==> src/rtl/priv_chk_pkg.sv <==
package priv_chk_pkg;

  localparam int NCLS = 14;

  localparam int C_SFV   = 0;
  localparam int C_SFP   = 1;
  localparam int C_HFG   = 2;
  localparam int C_HFV   = 3;
  localparam int C_HLS   = 4;
  localparam int C_WFI   = 5;
  localparam int C_WRS   = 6;
  localparam int C_FP    = 7;
  localparam int C_FPDYN = 8;
  localparam int C_VEC   = 9;
  localparam int C_VECFP = 10;
  localparam int C_CBZ   = 11;
  localparam int C_CBCF  = 12;
  localparam int C_CBI   = 13;

  localparam logic [2:0] MODE_M  = 3'd0;
  localparam logic [2:0] MODE_HS = 3'd1;
  localparam logic [2:0] MODE_HU = 3'd2;
  localparam logic [2:0] MODE_VS = 3'd3;
  localparam logic [2:0] MODE_VU = 3'd4;

  typedef struct packed {
    logic m;
    logic hs;
    logic hu;
    logic vs;
    logic vu;
  } mode_oh_t;

  function automatic logic inval_is_off(input logic [1:0] f);
    return ~f[0];
  endfunction

  function automatic logic inval_is_flush(input logic [1:0] f);
    return (f == 2'b01);
  endfunction

endpackage

==> src/rtl/priv_cbo_rules.sv <==
module priv_cbo_rules
  import priv_chk_pkg::*;
(
  input  mode_oh_t   oh_i,
  input  logic       m_zero_en_i,
  input  logic       h_zero_en_i,
  input  logic       s_zero_en_i,
  input  logic       m_clean_en_i,
  input  logic       h_clean_en_i,
  input  logic       s_clean_en_i,
  input  logic [1:0] m_inval_ctl_i,
  input  logic [1:0] h_inval_ctl_i,
  input  logic [1:0] s_inval_ctl_i,
  output logic [2:0] ill_o,      // zero, clean/flush, inval
  output logic [2:0] virt_o,
  output logic       flush_o
);
  logic [2:0] m_en, h_en, s_en;
  logic       m_fl, h_fl, s_fl;

  always_comb begin
    m_en = {~inval_is_off(m_inval_ctl_i), m_clean_en_i, m_zero_en_i};
    h_en = {~inval_is_off(h_inval_ctl_i), h_clean_en_i, h_zero_en_i};
    s_en = {~inval_is_off(s_inval_ctl_i), s_clean_en_i, s_zero_en_i};
    m_fl = inval_is_flush(m_inval_ctl_i);
    h_fl = inval_is_flush(h_inval_ctl_i);
    s_fl = inval_is_flush(s_inval_ctl_i);
  end

  for (genvar g = 0; g < 3; g++) begin : g_op
    always_comb begin
      ill_o[g]  = (~oh_i.m & ~m_en[g]) | (oh_i.hu & ~s_en[g]);
      virt_o[g] = m_en[g] & ((oh_i.vs & ~h_en[g]) |
                             (oh_i.vu & (~h_en[g] | ~s_en[g])));
    end
  end

  always_comb begin
    flush_o = (oh_i.hs & m_fl) |
              (oh_i.hu & (m_fl | s_fl)) |
              (oh_i.vs & (m_fl | h_fl)) |
              (oh_i.vu & (m_fl | h_fl | s_fl));
  end
endmodule

==> config.mk <==
export PLATFORM = sky130hd
export DESIGN_NAME = priv_cbo_rules
export DESIGN_NICKNAME = d
export VERILOG_FILES = /design/src/rtl/priv_chk_pkg.sv /design/src/rtl/priv_cbo_rules.sv
export SDC_FILE = /design/constraint.sdc
export NUM_CORES = 1
export LEC_CHECK = 0
export BUFFER_PORTS_ARGS = -buffer_cell sky130_fd_sc_hd__buf_2
export CAP_MARGIN = 20
export CORE_AREA = 2 2 39 41
export DETAILED_ROUTE_END_ITERATION = 10
export DIE_AREA = 0 0 41 43
export PLACE_DENSITY = 0.47
export SLEW_MARGIN = 20
export SYNTH_ARGS = -nofsm -noshare
export SYNTH_HDL_FRONTEND = slang
export SYNTH_SLANG_ARGS = --single-unit
==> constraint.sdc <==
create_clock -name vclk -period 1.2
set_clock_uncertainty 0.1 [all_clocks]
set_input_delay 0.06 -clock vclk [all_inputs]
set_output_delay 0.06 -clock vclk [all_outputs]
set_load 0.02 [all_outputs]
==> run summary <==
DIE HEIGHT: 43 um
CP Capture Type: output pin
CTS resizes: 0
top cell type's share of synthesized area: 0.3271
hold depth: 3
Crit path depth: 5
max_cap viols: 0
Seq/Total Area, Yosys: 0
HP Class: input port to output pin
cell taking the most area after synthesis: nor2b_1
GRT overflow: 0
Post-Syn Nets: 40
Mapped Cells: 23
status: finished, final reports clean
Die ar.: 1763 sq um
worst ir drop on vdd: 0.07991 mV
actual slew at the worst max-slew pin: 0.1528 ns
max frequency: 1.255 GHz
initial core utilization: 0.09674
DRT antenna net count: 0
core footprint: 1384 sq um
# port buffers: 24
crit share post-route: 0.6641
vias post-DR: 252
DRC viols: 0
Critical Path Fanout Max: 3
max-slew violations: 0
critical path data required time: 1.04 ns
post-layout min period: 0.7969 ns
post-route cell area: 274.0 sq um
Die Wd: 41 um
clock buffer count: 0
final wirelength: 508 um
Avg Cell Area, Syn: 5.821 sq um
most common cell in the netlist: nor2b_1
io pins: 24
Tot GR Track Use: 0.05395
final number of setup-violating endpoints: 0
WP buf/inv: 2
Hold-fix buffers, CTS: 0
CP peak stage delay: 0.16 ns
vias in the first global route: 213
Mapped Area: 133.9 sq um
Most common cell on crit path: buf_2
max_slew headroom: 0.8977
delay-heaviest family, CP: buffers and inverters
Ant. Diodes: 0
Cell Rows: 14
critical path type: input port to output pin
Cell Pwr Density: 407.4 nW/um^2
FF/Latch Area: 0 sq um
Commonest cells post-synth: 7 x nor2b_1, 4 x o22ai_1, 3 x a21oi_1, 3 x nand2_1
CP arrival: 0.64 ns
first-pass GRT wire length: 724 um
CP cell instances: buf_2 > nor2b_4 > o22ai_1 > nand3_1 > buf_2
P_leak: 0.1500 nW
largest cells by area after synthesis: nor2b_1 33%, o22ai_1 19%, a21oi_1 11%
share of cells above drive strength 1: 0.5532
Startpoint Class: input port
Initial DRC Count: 0
Final Hold Violating Endpoints: 0
largest net degree at the start of global routing: 6
vias per cell: 4.000
Final #Nets: 66
initial antenna violation count: 0
Placer Congestion: 0.6501
Area growth syn-to-layout: 104.7%
num sequential: 0
Yosys cell types: 10
Setup Buffers After CTS: 0
RSZ-0062 raised after global routing: false
CP max-delay cell: buf_2
placed cell area: 274.0 sq um
Wirelength per Cell: 8.063 um
total iterations of the first detailed-routing run: 1
sum of negative setup slack: 0 ns
Ys Warns: 0
## cells in the final DEF, fill, tap and decap left out
master / netlist / final
buf_2: 0 / 24
nor2b_1: 7 / 7
o22ai_1: 4 / 4
nand2_1: 3 / 3
a21oi_1: 3 / 3
inv_2: 1 / 1
nor2b_4: 1 / 1
inv_1: 1 / 1
o211ai_1: 1 / 1
o21ai_0: 1 / 1
nand3_1: 1 / 1
## report_power, final
group / switching (mW) / internal, mW
Sequential: 0 / 0
Combinational: 0.0601 / 0.0516
Clock: 0 / 0
Total: 0.0601 / 0.0516
## area by class of cell
class / count / area (sq um)
Fill cell: 174 / 1110
Multi-Input combinational cell: 21 / 126.4
Timing Repair Buffer: 24 / 120.1
Tap cell: 16 / 20.02
Inverter: 2 / 7.507
## cell families after synthesis
family	after synthesis	share of synthesized area
compound gates	9	0.3924
simple gates	12	0.5513
buf+inv	2	0.05602
## worst paths after layout
path | slack [ns] | endpoint | startpoint
min | 0.31 | ill_o[0] | m_zero_en_i
max | 0.40 | flush_o | m_inval_ctl_i[0]
## routing by layer
layer / GRT usage / vias up / part of all wire
met5: 0 / - / 0
met3: 0 / 0 / 0.11
met1: 0.06962 / 106 / 0.44
met4: 0 / 0 / 0
met2: 0.1000 / 15 / 0.44
li1: - / 131 / -
## through the flow
step / instances / hold slack, ns / total power, mW / utilization / worst slack (ns)
2_1_floorplan: 23 / 0.1526 / 0.05615 / - / 0.5186
3_3_place_gp: 63 / 0.3121 / 0.1129 / 0.1980 / 0.3957
3_5_place_dp: 63 / 0.3174 / 0.1134 / 0.1980 / 0.3916
4_1_cts: 63 / 0.3174 / 0.1136 / 0.1980 / 0.3885
5_1_grt: 63 / 0.3321 / 0.1233 / 0.1980 / 0.3249
6_report: 63 / 0.3148 / 0.1116 / 0.1980 / 0.4031
## worst min-delay path, stage by stage
cell	delay, ns
buf_2	0.08
o22ai_1	0.06
buf_2	0.15
Note: power is estimated with default switching activity, not from simulation.
